<file path="config.mk">
export PLATFORM = sky130hd
export DESIGN_NAME = flash_cmd_decoder
export DESIGN_NICKNAME = d
export VERILOG_FILES = /design/src/rtl/flash_cmd_pkg.sv /design/src/rtl/flash_cmd_seq.sv /design/src/rtl/flash_cmd_launch.sv /design/src/rtl/flash_id_mux.sv /design/src/rtl/flash_cmd_decoder.sv
export SDC_FILE = /design/constraint.sdc
export NUM_CORES = 1
export LEC_CHECK = 0
export ABC_AREA = 1
export BUFFER_PORTS_ARGS = -buffer_cell sky130_fd_sc_hd__buf_2
export CAP_MARGIN = 20
export CORE_MARGIN = 2
export CORE_UTILIZATION = 50
export DETAILED_ROUTE_END_ITERATION = 10
export PLACE_DENSITY = 0.86
export SLEW_MARGIN = 10
export SYNTH_ARGS = -nofsm -noshare
export SYNTH_HDL_FRONTEND = slang
export SYNTH_SLANG_ARGS = --single-unit
</file>
<file path="constraint.sdc">
create_clock -name clk_i -period 2.5 [get_ports clk_i]
set_clock_uncertainty 0.05 [all_clocks]
set_input_delay 0.5 -clock clk_i [delete_from_list [all_inputs] [get_ports clk_i]]
set_output_delay 0.5 -clock clk_i [all_outputs]
set_load 0.005 [all_outputs]
</file>
<file path="src/rtl/flash_cmd_pkg.sv">
package flash_cmd_pkg;
  typedef enum logic [2:0] {
    ST_IDLE, ST_U1, ST_U2, ST_PROG, ST_E1, ST_E2, ST_E3
  } step_e;

  typedef enum logic [1:0] {
    OP_NONE, OP_PROG, OP_CHIP, OP_SECT
  } op_e;

  localparam logic [7:0] D_UNLK1 = 8'hAA;
  localparam logic [7:0] D_UNLK2 = 8'h55;
  localparam logic [7:0] D_PROG  = 8'hA0;
  localparam logic [7:0] D_ERSU  = 8'h80;
  localparam logic [7:0] D_IDENT = 8'h90;
  localparam logic [7:0] D_RST   = 8'hF0;
  localparam logic [7:0] D_CHIP  = 8'h10;
  localparam logic [7:0] D_SECT  = 8'h30;
  localparam logic [7:0] ID_MFR  = 8'h40;
  localparam logic [7:0] ID_TOP  = 8'h01;
  localparam logic [7:0] ID_BOT  = 8'hA1;
endpackage

</file>
<file path="src/rtl/flash_cmd_seq.sv">
module flash_cmd_seq
  import flash_cmd_pkg::*;
#(
  parameter int CMP_W = 15
) (
  input  logic             clk_i,
  input  logic             rst_ni,
  input  logic             wr_en_i,
  input  logic             busy_i,
  input  logic [CMP_W-1:0] addr_lo_i,
  input  logic [7:0]       wdata_i,
  output op_e              launch_o,
  output logic             id_mode_o
);
  localparam logic [CMP_W-1:0] KEY_A = CMP_W'(32'h5555);
  localparam logic [CMP_W-1:0] KEY_B = CMP_W'(32'h2AAA);

  step_e step_q, step_d;
  logic  id_q, id_d;
  logic  at_a, at_b, wr_ok;

  assign at_a  = (addr_lo_i == KEY_A);
  assign at_b  = (addr_lo_i == KEY_B);
  assign wr_ok = wr_en_i && !busy_i;

  always_comb begin
    step_d   = step_q;
    id_d     = id_q;
    launch_o = OP_NONE;
    if (wr_ok) begin
      // default: abort to start, back to array reads
      step_d = ST_IDLE;
      id_d   = 1'b0;
      case (step_q)
        ST_IDLE: if (at_a && wdata_i == D_UNLK1) begin step_d = ST_U1; id_d = id_q; end
        ST_U1:   if (at_b && wdata_i == D_UNLK2) begin step_d = ST_U2; id_d = id_q; end
        ST_U2: begin
          if (at_a && wdata_i == D_PROG) begin
            step_d = ST_PROG; id_d = id_q;
          end else if (at_a && wdata_i == D_ERSU) begin
            step_d = ST_E1; id_d = id_q;
          end else if (at_a && wdata_i == D_IDENT) begin
            id_d = 1'b1;
          end
        end
        ST_PROG: launch_o = OP_PROG;
        ST_E1:   if (at_a && wdata_i == D_UNLK1) begin step_d = ST_E2; id_d = id_q; end
        ST_E2:   if (at_b && wdata_i == D_UNLK2) begin step_d = ST_E3; id_d = id_q; end
        ST_E3: begin
          if (at_a && wdata_i == D_CHIP)  launch_o = OP_CHIP;
          else if (wdata_i == D_SECT)     launch_o = OP_SECT;
        end
        default: ;
      endcase
    end
  end

  always_ff @(posedge clk_i or negedge rst_ni) begin
    if (!rst_ni) begin
      step_q <= ST_IDLE;
      id_q   <= 1'b0;
    end else begin
      step_q <= step_d;
      id_q   <= id_d;
    end
  end

  assign id_mode_o = id_q;


  busy_hold_chk: assert property (@(posedge clk_i) disable iff (!rst_ni)
    (wr_en_i && busy_i) |=> ($stable(step_q) && $stable(id_q)));


  id_quiet_chk: assert property (@(posedge clk_i) disable iff (!rst_ni)
    !wr_en_i |=> ($stable(id_q) && $stable(step_q)));


  id_entry_chk: assert property (@(posedge clk_i) disable iff (!rst_ni)
    (wr_ok && step_q == ST_U2 && at_a && wdata_i == D_IDENT) |=> id_q);
endmodule

</file>
<file path="src/rtl/flash_cmd_launch.sv">
module flash_cmd_launch
  import flash_cmd_pkg::*;
#(
  parameter int ADDR_W = 17,
  parameter int CMP_W  = 15,
  localparam int SECT_W = ADDR_W - CMP_W
) (
  input  logic              clk_i,
  input  logic              rst_ni,
  input  op_e               launch_i,
  input  logic [ADDR_W-1:0] addr_i,
  input  logic [7:0]        wdata_i,
  output logic              prog_o,
  output logic              chip_o,
  output logic              sect_o,
  output logic [ADDR_W-1:0] op_addr_o,
  output logic [7:0]        op_data_o,
  output logic [SECT_W-1:0] sector_o
);
  always_ff @(posedge clk_i or negedge rst_ni) begin
    if (!rst_ni) begin
      prog_o    <= 1'b0;
      chip_o    <= 1'b0;
      sect_o    <= 1'b0;
      op_addr_o <= '0;
      op_data_o <= '0;
      sector_o  <= '0;
    end else begin
      prog_o <= (launch_i == OP_PROG);
      chip_o <= (launch_i == OP_CHIP);
      sect_o <= (launch_i == OP_SECT);
      if (launch_i != OP_NONE) begin
        op_addr_o <= addr_i;
        op_data_o <= wdata_i;
        sector_o  <= addr_i[ADDR_W-1:CMP_W];
      end
    end
  end


  launch_onehot_chk: assert property (@(posedge clk_i) disable iff (!rst_ni)
    $onehot0({prog_o, chip_o, sect_o}));


  launch_width_chk: assert property (@(posedge clk_i) disable iff (!rst_ni)
    (prog_o || chip_o || sect_o) |=> !(prog_o || chip_o || sect_o));


  op_hold_chk: assert property (@(posedge clk_i) disable iff (!rst_ni)
    (launch_i == OP_NONE) |=> ($stable(op_addr_o) && $stable(op_data_o) && $stable(sector_o)));
endmodule

</file>
<file path="src/rtl/flash_id_mux.sv">
module flash_id_mux
  import flash_cmd_pkg::*;
#(
  parameter int   ADDR_W   = 17,
  parameter int   CMP_W    = 15,
  parameter logic BOOT_TOP = 1'b1
) (
  input  logic              id_mode_i,
  input  logic [ADDR_W-1:0] rd_addr_i,
  input  logic [7:0]        array_data_i,
  output logic [7:0]        rd_data_o
);
  logic [7:0] dev_code, id_byte;
  logic [CMP_W-1:0] ofs;

  generate
    if (BOOT_TOP) begin : g_top
      assign dev_code = ID_TOP;
    end else begin : g_bot
      assign dev_code = ID_BOT;
    end
  endgenerate

  assign ofs = rd_addr_i[CMP_W-1:0];

  always_comb begin
    if (ofs == CMP_W'(0))      id_byte = ID_MFR;
    else if (ofs == CMP_W'(1)) id_byte = dev_code;
    else                       id_byte = 8'h00;
  end

  assign rd_data_o = id_mode_i ? id_byte : array_data_i;
endmodule

</file>
<file path="src/rtl/flash_cmd_decoder.sv">
module flash_cmd_decoder
  import flash_cmd_pkg::*;
#(
  parameter int   ADDR_W   = 17,
  parameter int   CMP_W    = 15,
  parameter logic BOOT_TOP = 1'b1
) (
  input  logic                      clk_i,
  input  logic                      rst_ni,
  input  logic                      wr_en_i,
  input  logic [ADDR_W-1:0]         addr_i,
  input  logic [7:0]                wdata_i,
  input  logic                      busy_i,
  input  logic [ADDR_W-1:0]         rd_addr_i,
  input  logic [7:0]                array_data_i,
  output logic [7:0]                rd_data_o,
  output logic                      id_mode_o,
  output logic                      prog_start_o,
  output logic                      chip_erase_start_o,
  output logic                      sector_erase_start_o,
  output logic [ADDR_W-1:0]         op_addr_o,
  output logic [7:0]                op_data_o,
  output logic [ADDR_W-CMP_W-1:0]   sector_o
);
  op_e launch;

  flash_cmd_seq #(.CMP_W(CMP_W)) i_seq (
    .clk_i     (clk_i),
    .rst_ni    (rst_ni),
    .wr_en_i   (wr_en_i),
    .busy_i    (busy_i),
    .addr_lo_i (addr_i[CMP_W-1:0]),
    .wdata_i   (wdata_i),
    .launch_o  (launch),
    .id_mode_o (id_mode_o)
  );

  flash_cmd_launch #(.ADDR_W(ADDR_W), .CMP_W(CMP_W)) i_launch (
    .clk_i     (clk_i),
    .rst_ni    (rst_ni),
    .launch_i  (launch),
    .addr_i    (addr_i),
    .wdata_i   (wdata_i),
    .prog_o    (prog_start_o),
    .chip_o    (chip_erase_start_o),
    .sect_o    (sector_erase_start_o),
    .op_addr_o (op_addr_o),
    .op_data_o (op_data_o),
    .sector_o  (sector_o)
  );

  flash_id_mux #(.ADDR_W(ADDR_W), .CMP_W(CMP_W), .BOOT_TOP(BOOT_TOP)) i_mux (
    .id_mode_i    (id_mode_o),
    .rd_addr_i    (rd_addr_i),
    .array_data_i (array_data_i),
    .rd_data_o    (rd_data_o)
  );


  no_stray_launch_chk: assert property (@(posedge clk_i) disable iff (!rst_ni)
    !(wr_en_i && !busy_i) |=> !(prog_start_o || chip_erase_start_o || sector_erase_start_o));
endmodule

</file>
==> run_results.csv <==
group,metric,value,unit
status,outcome,"finished clean",
critical_path,path_max_fanout,2,
sta,clock_period_minus_final_worst_setup_slack,1.82,ns
yosys,synth_enable_flop_cells,0,
yosys,synth.cells.most_frequent,"88 x sky130_fd_sc_hd__nand2_1, 41 x sky130_fd_sc_hd__nor2_1, 40 x sky130_fd_sc_hd__nand3_1",
global_route,grt_pass1_wl,7.57,mm
critical_path,critical-path-max-stage-delay,0.26,ns
clocking,numCtsBuffers,5,
yosys,synth_area_leaders,"sky130_fd_sc_hd__dfrtp_1 42%, sky130_fd_sc_hd__nand2_1 17%, sky130_fd_sc_hd__nand3_1 11%, sky130_fd_sc_hd__nor2_1 8.1%, sky130_fd_sc_hd__inv_1 6.1%",
routing,drc_errors,0,
placement,io_buffers,90,
routing,drt-wirelength-per-cell,11.2,um
routing,detail_route.iter0.violations,108,
clocking,htree_num_levels,2,
global_route,grt_start_max_net_pins,33,
critical_path,setup.worst_path.class,"primary input to output port",
placement,finalWeightedCongestion,0.920,
sta,max_freq,0.551,GHz
floorplanning,rows,22,
power_and_ir_drop,p_switching,0.310,mW
routing,drt_pass1_iterations,4,
layout,drive_gt1_share,29.8,%
global_route,grt_remaining_overflow,0,
yosys,total_nets_after_synthesis,331,
layout,seq_area,801,um^2
clocking,clockRootBuffer,"sky130_fd_sc_hd__clkbuf_8",
layout,antennaDiodeCount,0,
power_and_ir_drop,seq_power_share,50.4,%
critical_path,r2r.worst_path.cells,7,
routing,vias_per_cell,4.87,
critical_path,critPathSlowestCell,"sky130_fd_sc_hd__nor4_1",
yosys,synthesis.yosys.warnings,0,
floorplanning,die-width,65.7,um
floorplanning,start_util,52.1,%
yosys,synth_cell_type_count,26,
clocking,clk_pin_slew,0.06,ns
power_and_ir_drop,max-vdd-ir-drop,0.000313,V
layout,final_cell_count_no_fill,414,
sta,grt_setup_unrepaired,"no",
global_route,antenna_violations_before_repair,0,
global_route,all_layer_global_routing_usage,22.5,%
routing,num_vias,2015,
sta,timing.max_slew.rel_slack,53.3,%
sta,setup_violations,0,
power_and_ir_drop,internal_power,0.859,mW
yosys,synth.cell_area,1910,um^2
critical_path,rr_startpoint,"i_seq.step_q[0]",
yosys,synth.largest_area_cell,"sky130_fd_sc_hd__dfrtp_1",
power_and_ir_drop,cellPowerDensity,479,nW/um^2
floorplanning,vertical_extent_of_the_die,65.7,um
power_and_ir_drop,switching_share,26.5,%
critical_path,path_cells,"buf_2 > nor4_1 > nand3_1 > o22ai_1 > buf_2",
clocking,cts_repair_resize_count,0,
global_route,grt_pass1_vias,1755,
yosys,synth_top_area_share,42.0,%
sta,max_slew.worst_pin.slew,0.701,ns
power_and_ir_drop,clock_power_share,31.0,%
sta,final_critical_path_share_of_the_clock_period,72.7,%
critical_path,regToRegEndpoint,"i_launch.op_addr_o[1]",
min_path,hold_path.class,"primary input to asynchronous set/reset pin",
floorplanning,core_area,3660,um^2
power_and_ir_drop,power.share.combinational,18.6,%
power_and_ir_drop,p_leak,1.47,nW
sta,final-max-slew-violation-count,0,
sta,finalHoldViolCount,0,
clocking,clock-sinks,32,
layout,synthToLayoutAreaGrowth,28.0,%
sta,tns,0,ns
yosys,synthesis.instances,277,
yosys,synthMostInstantiatedCell,"sky130_fd_sc_hd__nand2_1",
floorplanning,dieArea,4320,um^2
critical_path,worst_ep_arrival_time,1.27,ns
layout,final.fill_count,346,
layout,multi_input_area,912,um^2
layout,fin_nets,420,
routing,wl,4.64,mm
critical_path,worst-endpoint-required,1.95,ns
clocking,postCtsSetupRepairBufs,0,
placement,numPlacedInstances,407,
yosys,synth.avg_cell_area,6.88,um^2
yosys,proportion_of_register_bits_with_asynchronous_set_or_reset_after_synthesis,100,%
critical_path,start_kind,"primary input",
clocking,cts-hold-fix-buffers,0,
clocking,clock_insertion_delay_worst_skew,0.27,ns
yosys,synth_seq_cells,32,
critical_path,path_common_cell,"sky130_fd_sc_hd__buf_2",
yosys,yosys_most_used_dff,"sky130_fd_sc_hd__dfrtp_1",
clocking,tritoncts,"done",
critical_path,r2r_setup_slack,0.71,ns
routing,antenna_violating_nets_post_route,0,
floorplanning,io_pins,93,
critical_path,cp-end-kind,"output port",
placement,detailedPlacementHpwl,3.60,mm
clocking,clk_path_buf_depth,2,
flow_run,cap_viol_max_count,0,
yosys,sequential_cell_area_fraction_in_the_yosys_report,42.0,%
-- worst max-delay path: cells and delay by family --
| family | cells | cell delay (ns) |
|---|---|---|
| AOI/OAI and AO/OA | 1 | 0.13 |
| buffers and inverters | 2 | 0.24 |
| and+or+nand+nor | 2 | 0.40 |
-- how the worst max path moves through the flow --
stage,start,endpoint,slack [ns],depth (start not counted)
2_1_floorplan,wdata_i[7],i_launch.op_addr_o[16],0.94,8
3_3_place_gp,wdata_i[7],i_launch.op_addr_o[0],0.50,9
3_5_place_dp,wdata_i[7],i_launch.op_addr_o[12],0.48,9
4_1_cts,rd_addr_i[9],rd_data_o[6],0.68,5
5_1_grt,i_seq.step_q[1],i_launch.op_data_o[6],0.53,8
6_report,rd_addr_i[5],rd_data_o[6],0.68,5
-- cell usage in the layout (no fill, tap or decap), types with 2 or more instances in the layout --
cell type and count:
sky130_fd_sc_hd__inv_2 4, sky130_fd_sc_hd__buf_2 90, sky130_fd_sc_hd__nor4_1 2, sky130_fd_sc_hd__o22ai_1 2
sky130_fd_sc_hd__nand2_4 2, sky130_fd_sc_hd__nor3_1 6, sky130_fd_sc_hd__a21oi_1 2, sky130_fd_sc_hd__clkbuf_8 5
sky130_fd_sc_hd__nand3_1 40, sky130_fd_sc_hd__o21ai_0 4, sky130_fd_sc_hd__nand4_1 5, sky130_fd_sc_hd__nand2_1 88
sky130_fd_sc_hd__dfrtp_1 32, sky130_fd_sc_hd__nor2_1 41, sky130_fd_sc_hd__inv_1 31
-- state kept, by name (all words and copies together), names as in the netlist --
| register | count |
|---|---|
| i_launch.op_addr_o | 16 |
| i_launch.op_data_o | 8 |
| i_seq.step_q | 3 |
| i_launch.chip_o | 1 |
| i_launch.prog_o | 1 |
| i_launch.sect_o | 1 |
| i_launch.sector_o | 1 |
| i_seq.id_mode_o | 1 |
-- per-stage QoR --
step | util [%] | instance area [um^2] | setup slack (ns) | hold WS, ns | power (mW)
2_1_floorplan | - | 1910 | 0.937 | 0.154 | 0.689
3_3_place_gp | 64.5 | 2360 | 0.504 | 0.433 | 0.808
3_5_place_dp | 64.5 | 2360 | 0.476 | 0.439 | 0.817
4_1_cts | 66.6 | 2440 | 0.684 | 0.236 | 1.18
5_1_grt | 66.6 | 2440 | 0.534 | 0.277 | 1.24
6_report | 66.6 | 2440 | 0.684 | 0.215 | 1.17
-- cell families (layout without fill, tap and decap cells) --
logic type,after synthesis,count (layout),synth area share (%)
and+or+nand+nor,193,193,45.6
AOI/OAI and AO/OA,8,8,2.23
buffers and inverters,44,133,10.1
DFF,32,32,42.0
-- per-layer routing --
metal	vias up	track usage (%)	part of all wire, %
met2	49	39.1	49
met5	-	0	0
met4	0	4.95	0.80
met1	915	28.1	44
met3	6	5.48	5.5
li1	1045	-	-
-- layout make-up --
cell class | instances | share of cell area [%]
Clock buffer | 6 | 2.97
Sequential cell | 32 | 32.8
Timing Repair Buffer | 91 | 18.8
Inverter | 35 | 5.38
Clock inverter | 1 | 0.205
Multi-Input combinational cell | 201 | 37.4
Tap cell | 48 | 2.46
-- power groups by stage --
stage	sequential, mW	clock, mW	combinational, mW
global placement	0.597	0	0.212
floorplan	0.604	0	0.0848
detailed placement	0.599	0	0.219
finish	0.589	0.363	0.217
CTS	0.589	0.372	0.220
global route	0.594	0.397	0.249
No activity file was read; power rests on OpenSTA's default activity.
